$ cat src/rtl/erq_pkg.sv
package erq_pkg;
  localparam int DATA_W = 31;
  localparam int PRIO_W = 3;

  typedef struct packed {
    logic latchSrc;
    logic latchAsn;
    logic qWrite;
    logic setErr;
  } erq_strobe_t;

  typedef enum logic [2:0] {
    ST_IDLE,
    ST_FETCH,
    ST_CHECK,
    ST_WRITE,
    ST_PRES
  } erq_state_t;
endpackage

$ cat src/rtl/erq_ctrl.sv
module erq_ctrl
  import erq_pkg::*;
(
  input  logic        clk,
  input  logic        rstN,
  input  logic        notifyValid,
  input  logic        asnMasked,
  input  logic        descValid,
  output logic        notifyReady,
  output logic        presValid,
  output erq_strobe_t strobes
);
  erq_state_t state, stateNext;

  always_comb begin
    stateNext = state;
    case (state)
      ST_IDLE:  if (notifyValid) stateNext = ST_FETCH;
      ST_FETCH: stateNext = ST_CHECK;
      ST_CHECK: stateNext = (asnMasked || !descValid) ? ST_IDLE : ST_WRITE;
      ST_WRITE: stateNext = ST_PRES;
      ST_PRES:  stateNext = ST_IDLE;
      default:  stateNext = ST_IDLE;
    endcase
  end

  always_ff @(posedge clk) begin
    if (!rstN) state <= ST_IDLE;
    else       state <= stateNext;
  end

  always_comb begin
    strobes.latchSrc = (state == ST_IDLE) && notifyValid;
    strobes.latchAsn = (state == ST_FETCH);
    strobes.qWrite   = (state == ST_WRITE);
    strobes.setErr   = (state == ST_CHECK) && !asnMasked && !descValid;
  end

  assign notifyReady = (state == ST_IDLE);
  assign presValid   = (state == ST_PRES);


  busy_ready_chk: assert property (@(posedge clk) disable iff (!rstN)
    (notifyReady && notifyValid) |=> !notifyReady);

  pres_pulse_chk: assert property (@(posedge clk) disable iff (!rstN)
    presValid |=> !presValid);

  write_then_pres_chk: assert property (@(posedge clk) disable iff (!rstN)
    strobes.qWrite |=> presValid);

  mask_drop_chk: assert property (@(posedge clk) disable iff (!rstN)
    (state == ST_CHECK && asnMasked) |=> (notifyReady && !strobes.qWrite));
endmodule

$ cat src/rtl/erq_datapath.sv
module erq_datapath
  import erq_pkg::*;
#(
  parameter int NUM_SRC    = 16,
  parameter int NUM_DESC   = 4,
  parameter int NUM_CPU    = 4,
  parameter int QMEM_DEPTH = 64,
  localparam int SRC_W  = $clog2(NUM_SRC),
  localparam int DESC_W = $clog2(NUM_DESC),
  localparam int CPU_W  = $clog2(NUM_CPU),
  localparam int QA_W   = $clog2(QMEM_DEPTH),
  localparam int CNT_W  = QA_W + 1
) (
  input  logic                clk,
  input  logic                rstN,
  input  erq_strobe_t         strobes,
  input  logic [SRC_W-1:0]    notifySrc,
  input  logic                asnWrEn,
  input  logic [SRC_W-1:0]    asnWrSrc,
  input  logic                asnWrMask,
  input  logic [DESC_W-1:0]   asnWrDesc,
  input  logic [DATA_W-1:0]   asnWrData,
  input  logic                descWrEn,
  input  logic [DESC_W-1:0]   descWrIdx,
  input  logic                descWrValid,
  input  logic [CPU_W-1:0]    descWrCpu,
  input  logic [PRIO_W-1:0]   descWrPrio,
  input  logic [QA_W-1:0]     descWrBase,
  input  logic [CNT_W-1:0]    descWrSize,
  input  logic [QA_W-1:0]     qRdAddr,
  output logic [31:0]         qRdData,
  output logic [CPU_W-1:0]    presCpu,
  output logic [PRIO_W-1:0]   presPrio,
  output logic                errSticky,
  output logic                asnMasked,
  output logic                descValid
);
  // assignment table
  logic              asnMaskT [NUM_SRC];
  logic [DESC_W-1:0] asnDescT [NUM_SRC];
  logic [DATA_W-1:0] asnDataT [NUM_SRC];

  always_ff @(posedge clk) begin
    if (!rstN) begin
      for (int i = 0; i < NUM_SRC; i++) begin
        asnMaskT[i] <= 1'b1;
        asnDescT[i] <= '0;
        asnDataT[i] <= '0;
      end
    end else if (asnWrEn) begin
      asnMaskT[asnWrSrc] <= asnWrMask;
      asnDescT[asnWrSrc] <= asnWrDesc;
      asnDataT[asnWrSrc] <= asnWrData;
    end
  end

  // event in flight
  logic [SRC_W-1:0]  srcReg;
  logic              curMasked;
  logic [DESC_W-1:0] curDesc;
  logic [DATA_W-1:0] curData;

  always_ff @(posedge clk) begin
    if (!rstN) begin
      srcReg    <= '0;
      curMasked <= 1'b1;
      curDesc   <= '0;
      curData   <= '0;
    end else begin
      if (strobes.latchSrc) srcReg <= notifySrc;
      if (strobes.latchAsn) begin
        curMasked <= asnMaskT[srcReg];
        curDesc   <= asnDescT[srcReg];
        curData   <= asnDataT[srcReg];
      end
    end
  end

  // descriptor table and per-queue index/toggle
  logic              dValid [NUM_DESC];
  logic [CPU_W-1:0]  dCpu   [NUM_DESC];
  logic [PRIO_W-1:0] dPrio  [NUM_DESC];
  logic [QA_W-1:0]   dBase  [NUM_DESC];
  logic [CNT_W-1:0]  dSize  [NUM_DESC];
  logic [CNT_W-1:0]  qIdx   [NUM_DESC];
  logic              qTog   [NUM_DESC];

  for (genvar g = 0; g < NUM_DESC; g++) begin : g_desc
    logic [CNT_W-1:0] idxInc;
    assign idxInc = qIdx[g] + CNT_W'(1);

    always_ff @(posedge clk) begin
      if (!rstN) begin
        dValid[g] <= 1'b0;
        dCpu[g]   <= '0;
        dPrio[g]  <= '0;
        dBase[g]  <= '0;
        dSize[g]  <= CNT_W'(1);
        qIdx[g]   <= '0;
        qTog[g]   <= 1'b1;
      end else if (descWrEn && descWrIdx == DESC_W'(g)) begin
        dValid[g] <= descWrValid;
        dCpu[g]   <= descWrCpu;
        dPrio[g]  <= descWrPrio;
        dBase[g]  <= descWrBase;
        dSize[g]  <= descWrSize;
        qIdx[g]   <= '0;
        qTog[g]   <= 1'b1;
      end else if (strobes.qWrite && curDesc == DESC_W'(g)) begin
        if (idxInc == dSize[g]) begin
          qIdx[g] <= '0;
          qTog[g] <= ~qTog[g];
        end else begin
          qIdx[g] <= idxInc;
        end
      end
    end
  end

  // queue memory
  logic [31:0]     qMem [QMEM_DEPTH];
  logic [QA_W-1:0] wrAddr;
  assign wrAddr = dBase[curDesc] + qIdx[curDesc][QA_W-1:0];

  always_ff @(posedge clk) begin
    if (strobes.qWrite) qMem[wrAddr] <= {qTog[curDesc], curData};
  end
  assign qRdData = qMem[qRdAddr];

  // presentation and error
  logic [CPU_W-1:0]  presCpuR;
  logic [PRIO_W-1:0] presPrioR;
  logic              errR;

  always_ff @(posedge clk) begin
    if (!rstN) begin
      presCpuR  <= '0;
      presPrioR <= '0;
      errR      <= 1'b0;
    end else begin
      if (strobes.qWrite) begin
        presCpuR  <= dCpu[curDesc];
        presPrioR <= dPrio[curDesc];
      end
      if (strobes.setErr) errR <= 1'b1;
    end
  end

  assign presCpu   = presCpuR;
  assign presPrio  = presPrioR;
  assign errSticky = errR;
  assign asnMasked = curMasked;
  assign descValid = dValid[curDesc];

  logic wrapNow;
  assign wrapNow = (qIdx[curDesc] + CNT_W'(1)) == dSize[curDesc];


  idx_wrap_chk: assert property (@(posedge clk) disable iff (!rstN)
    (strobes.qWrite && !descWrEn && wrapNow) |=>
      (qIdx[curDesc] == '0 && qTog[curDesc] != $past(qTog[curDesc])));

  idx_step_chk: assert property (@(posedge clk) disable iff (!rstN)
    (strobes.qWrite && !descWrEn && !wrapNow) |=>
      (qIdx[curDesc] == CNT_W'($past(qIdx[curDesc]) + CNT_W'(1))));

  err_sticky_chk: assert property (@(posedge clk) disable iff (!rstN)
    errR |=> errR);
endmodule

$ cat src/rtl/evt_route_engine.sv
module evt_route_engine
  import erq_pkg::*;
#(
  parameter int NUM_SRC    = 16,
  parameter int NUM_DESC   = 4,
  parameter int NUM_CPU    = 4,
  parameter int QMEM_DEPTH = 64,
  localparam int SRC_W  = $clog2(NUM_SRC),
  localparam int DESC_W = $clog2(NUM_DESC),
  localparam int CPU_W  = $clog2(NUM_CPU),
  localparam int QA_W   = $clog2(QMEM_DEPTH),
  localparam int CNT_W  = QA_W + 1
) (
  input  logic              clk,
  input  logic              rstN,
  input  logic              notifyValid,
  input  logic [SRC_W-1:0]  notifySrc,
  output logic              notifyReady,
  input  logic              asnWrEn,
  input  logic [SRC_W-1:0]  asnWrSrc,
  input  logic              asnWrMask,
  input  logic [DESC_W-1:0] asnWrDesc,
  input  logic [30:0]       asnWrData,
  input  logic              descWrEn,
  input  logic [DESC_W-1:0] descWrIdx,
  input  logic              descWrValid,
  input  logic [CPU_W-1:0]  descWrCpu,
  input  logic [2:0]        descWrPrio,
  input  logic [QA_W-1:0]   descWrBase,
  input  logic [CNT_W-1:0]  descWrSize,
  input  logic [QA_W-1:0]   qRdAddr,
  output logic [31:0]       qRdData,
  output logic              presValid,
  output logic [CPU_W-1:0]  presCpu,
  output logic [2:0]        presPrio,
  output logic              errSticky
);
  erq_strobe_t strobes;
  logic        asnMasked;
  logic        descValid;

  erq_ctrl ctrl_i (
    .clk         (clk),
    .rstN        (rstN),
    .notifyValid (notifyValid),
    .asnMasked   (asnMasked),
    .descValid   (descValid),
    .notifyReady (notifyReady),
    .presValid   (presValid),
    .strobes     (strobes)
  );

  erq_datapath #(
    .NUM_SRC    (NUM_SRC),
    .NUM_DESC   (NUM_DESC),
    .NUM_CPU    (NUM_CPU),
    .QMEM_DEPTH (QMEM_DEPTH)
  ) dp_i (
    .clk         (clk),
    .rstN        (rstN),
    .strobes     (strobes),
    .notifySrc   (notifySrc),
    .asnWrEn     (asnWrEn),
    .asnWrSrc    (asnWrSrc),
    .asnWrMask   (asnWrMask),
    .asnWrDesc   (asnWrDesc),
    .asnWrData   (asnWrData),
    .descWrEn    (descWrEn),
    .descWrIdx   (descWrIdx),
    .descWrValid (descWrValid),
    .descWrCpu   (descWrCpu),
    .descWrPrio  (descWrPrio),
    .descWrBase  (descWrBase),
    .descWrSize  (descWrSize),
    .qRdAddr     (qRdAddr),
    .qRdData     (qRdData),
    .presCpu     (presCpu),
    .presPrio    (presPrio),
    .errSticky   (errSticky),
    .asnMasked   (asnMasked),
    .descValid   (descValid)
  );
endmodule

$ cat config.mk
export PLATFORM = sky130hd
export DESIGN_NAME = evt_route_engine
export DESIGN_NICKNAME = d
export VERILOG_FILES = /design/src/rtl/erq_pkg.sv /design/src/rtl/erq_ctrl.sv /design/src/rtl/erq_datapath.sv /design/src/rtl/evt_route_engine.sv
export SDC_FILE = /design/constraint.sdc
export NUM_CORES = 2
export LEC_CHECK = 0
export ABC_AREA = 0
export ABC_CLOCK_PERIOD_IN_PS = 10200
export BUFFER_PORTS_ARGS = -buffer_cell sky130_fd_sc_hd__buf_4
export CAP_MARGIN = 20
export CORE_UTILIZATION = 41
export DETAILED_ROUTE_END_ITERATION = 8
export HOLD_SLACK_MARGIN = 0.12
export MAX_ROUTING_LAYER = met4
export REMOVE_ABC_BUFFERS = 1
export SLEW_MARGIN = 25
export SYNTH_ARGS = -nofsm -noshare
export SYNTH_HDL_FRONTEND = slang
export SYNTH_SLANG_ARGS = --single-unit
export TNS_END_PERCENT = 100
$ cat constraint.sdc
create_clock -name clk -period 10.2 [get_ports clk]
set_clock_uncertainty 0.2 [all_clocks]
set_input_delay 0.51 -clock clk [delete_from_list [all_inputs] [get_ports clk]]
set_output_delay 0.51 -clock clk [all_outputs]
set_load 0.005 [all_outputs]
==> impl_metrics.tcl <==
set metrics [dict create \
    clock_tree.buffer_depth 4 \
    die_x_um 520 \
    synth-edff-count 2699 \
    yosys_most_used_dff "edfxtp_1" \
    rows 189 \
    area.growth.synth_to_final_pct 14.0 \
    syn_area_sq_um 110000 \
    fin_cells 9501 \
    gr-total-overflow 0 \
    worstPathMaxFanout 25 \
    synth_area_per_cell_sq_um 20.3 \
    routed_wl_um 282000 \
    fin_crit_sh_pct 51.0 \
    first_pass_iters 5 \
    cts.sinks 2747 \
    antenna_left 0 \
    viasPerCell 5.71 \
    fillCellCount 22000 \
    async_flop_share_pct 0 \
    place_congestion 0.782 \
    p_per_area_nw_per_um2 194 \
    track_usage_pct 21.4 \
    antenna_found_initial 18 \
    setup_slack_ns 5.00 \
    die_y_um 520 \
    cts-resized-gates 0 \
    setup_viol 0 \
    fin_crit_ns 5.20 \
    ys_seq_elements 2747 \
    cp.arrival_ns 5.56 \
    io_buffers 113 \
    drive_gt1_share_pct 25.3 \
    regToRegSetupSlack_ns 5.00 \
    max_slew_margin_pct 19.0 \
    fin_tns_setup_ns 0 \
    boundaryPins 114 \
    cp-start-kind "register" \
    dp_hpwl_um 150000 \
    grt_pass1_vias 55700 \
    ys_warn_count 0 \
    grt_first_pass_wirelength_um 402000 \
    endpoint_kind "register" \
    rsz0062_at_grt "no" \
    post-place-cells 8903 \
    hold_violations 0 \
    grt_max_degree 153 \
    numCtsBuffers 298 \
    fmax_mhz 192 \
    postSynthCellCount 5410 \
    clkLatencyLatePin_ns 0.93 \
    cts_tree "done" \
    postCtsSetupBuffers 0 \
    yosys.area.top_type "edfxtp_1" \
    worstSetupPathType "reg2reg" \
    final-max-slew-violation-count 0 \
    synth_top_area_share_pct 73.7 \
    start_util_pct 41.4 \
    cp.required_ns 10.56 \
    yosysUniqueCellTypes 58 \
    drtIter0Drc 5548 \
    fp.dieArea_sq_um 270000 \
    routedWlPerCell_um 29.7 \
    clkTransAtPathRegs_ns 0.06 \
    dp_slack_ns 4.64 \
    root_buffer "clkbuf_16" \
    vias 54300 \
    worstHoldPathType "in2reg" \
    tightest_slew_ns 1.21 \
    vdd_drop_max_v 0.000192 \
    ys_seq_area_share_pct 74.6 \
    drv_cap 0 \
    coreArea_sq_um 266000 \
    synth_area_leaders "edfxtp_1 (74%), mux4_2 (14%), and2_1 (3.5%)" \
    p_leak_uw 0.0387 \
    drc 0 \
    fin_nets 5825 \
    outcome "complete, no violations" \
    cts_htree_levels 5 \
]
-- kinds of logic after synthesis --
kind of cell | count (synthesis) | share of synthesized area (%)
AO/OA/AOI/OAI | 335 | 2.05
buffers and inverters | 380 | 1.79
multiplexers | 874 | 15.5
XOR/XNOR | 56 | 0.673
flip-flops | 2747 | 74.6
adder cells (fa/ha/maj) | 10 | 0.121
AND/OR/NAND/NOR | 1008 | 5.28
-- stage by stage --
stage | instance area [sq um] | hold slack (ns) | util, % | power, uW
floorplan | 108000 | 0.241 | - | 13700
global placement | 116000 | 0.231 | 43.5 | 14400
detailed placement | 116000 | 0.237 | 43.5 | 14400
CTS | 125000 | 0.126 | 47.1 | 24500
global route | 125000 | 0.161 | 47.2 | 25100
finish | 125000 | 0.178 | 47.2 | 24400
-- report_power, final --
group	internal, uW	switching, uW
Combinational	541	952
Sequential	12600	103
Clock	5930	4240
Total	19100	5300
-- metal layers --
layer  vias up  GRT usage, %  routed length [um]
li1      22700             -                   -
met1     29100          27.9              114000
met2      2072          34.4              140000
met3       441          4.48               22000
met4         0          5.26                6370
met5         -             -                   0
-- worst paths after layout --
check | startpoint | end | cells past startpoint
max | dp_i.curDesc[0] | dp_i.qMem[19][19] | 9
min | asnWrSrc[3] | dp_i.asnMaskT[1] | 4
max reg2reg | dp_i.curDesc[0] | dp_i.qMem[19][19] | 9
min reg2reg | dp_i.curData[20] | dp_i.curData[20] | 2
-- final cells by class --
class                   instances  area (sq um)  share of cell area [%]
well taps                    3533          4420                    3.53
flip-flops and latches       2747         82100                    65.5
clock inverters               134          1050                   0.841
multi-input cells            2283         26600                    21.2
inverters                      39           146                   0.117
diodes                         14          35.0                  0.0279
repair buffers                372          3060                    2.44
clock buffers                 379          7980                    6.37
-- registers in the layout (all words and copies together), names as in the netlist, 3 cells and up --
register       count
dp_i.qMem       2048
dp_i.asnDataT    496
dp_i.asnDescT     32
dp_i.curData      31
dp_i.dSize        28
dp_i.qIdx         28
dp_i.dBase        24
dp_i.asnMaskT     16
dp_i.dPrio        12
dp_i.dCpu          8
dp_i.dValid        4
dp_i.qTog          4
dp_i.srcReg        4
ctrl_i.state       3
dp_i.presPrio      3
-- timing repair --
action,4_1_cts,5_1_grt
hold buffers,71,0
hold endpoints to repair,642,0
endpoints found under the setup margin,0,0
-- cell usage in the layout, fill, tap and decap left out, types with 12 or more instances in the layout --
cell / synthesis / final
nor3_2: 2 / 64
diode_2: 0 / 14
edfxtp_1: 2699 / 2699
mux4_2: 662 / 662
nor2_1: 70 / 54
o221ai_1: 24 / 24
inv_1: 39 / 39
a311oi_1: 26 / 25
o21ai_1: 33 / 35
o22ai_1: 31 / 31
nor3_1: 90 / 24
nand2_1: 91 / 87
xor2_1: 12 / 12
xnor2_1: 26 / 26
dlygate4sd3_1: 0 / 71
buf_4: 51 / 293
nand3_1: 20 / 20
clkinv_2: 0 / 36
nand2b_1: 21 / 17
dfxtp_2: 0 / 27
a21oi_1: 63 / 63
a22oi_1: 109 / 109
clkbuf_16: 0 / 305
dfxtp_1: 48 / 13
clkinv_1: 0 / 69
mux2i_1: 201 / 201
or3_1: 17 / 17
and3_1: 39 / 39
nor2b_1: 16 / 12
and2_1: 607 / 606
nor2_2: 0 / 14
bufinv_16: 0 / 17
o21ai_4: 0 / 12
clkbuf_1: 168 / 67
-- Yosys cell counts, drive strengths merged, types with 13 or more instances --
cell    number
a21oi       63
buf        173
or3         17
clkbuf     168
and2       607
edfxtp    2699
nand3       20
a22oi      109
nand2       91
o21ai       55
mux4       662
xnor2       28
o22ai       31
nor2b       16
dfxtp       48
and3        39
nor2        70
o221ai      24
nand2b      21
xor2        13
inv         39
a311oi      26
nor3        92
mux2i      201
-- critical path, stage by stage (launching register included) --
cell     delay [ns]
dfxtp_1        0.30
buf_4          0.38
mux4_2         0.57
ha_1           0.25
fa_1           0.47
xor2_1         0.19
nor2_1         0.55
nand3_1        0.58
nor3_2         0.80
buf_4          0.52
(Power assumes the default switching activity.)
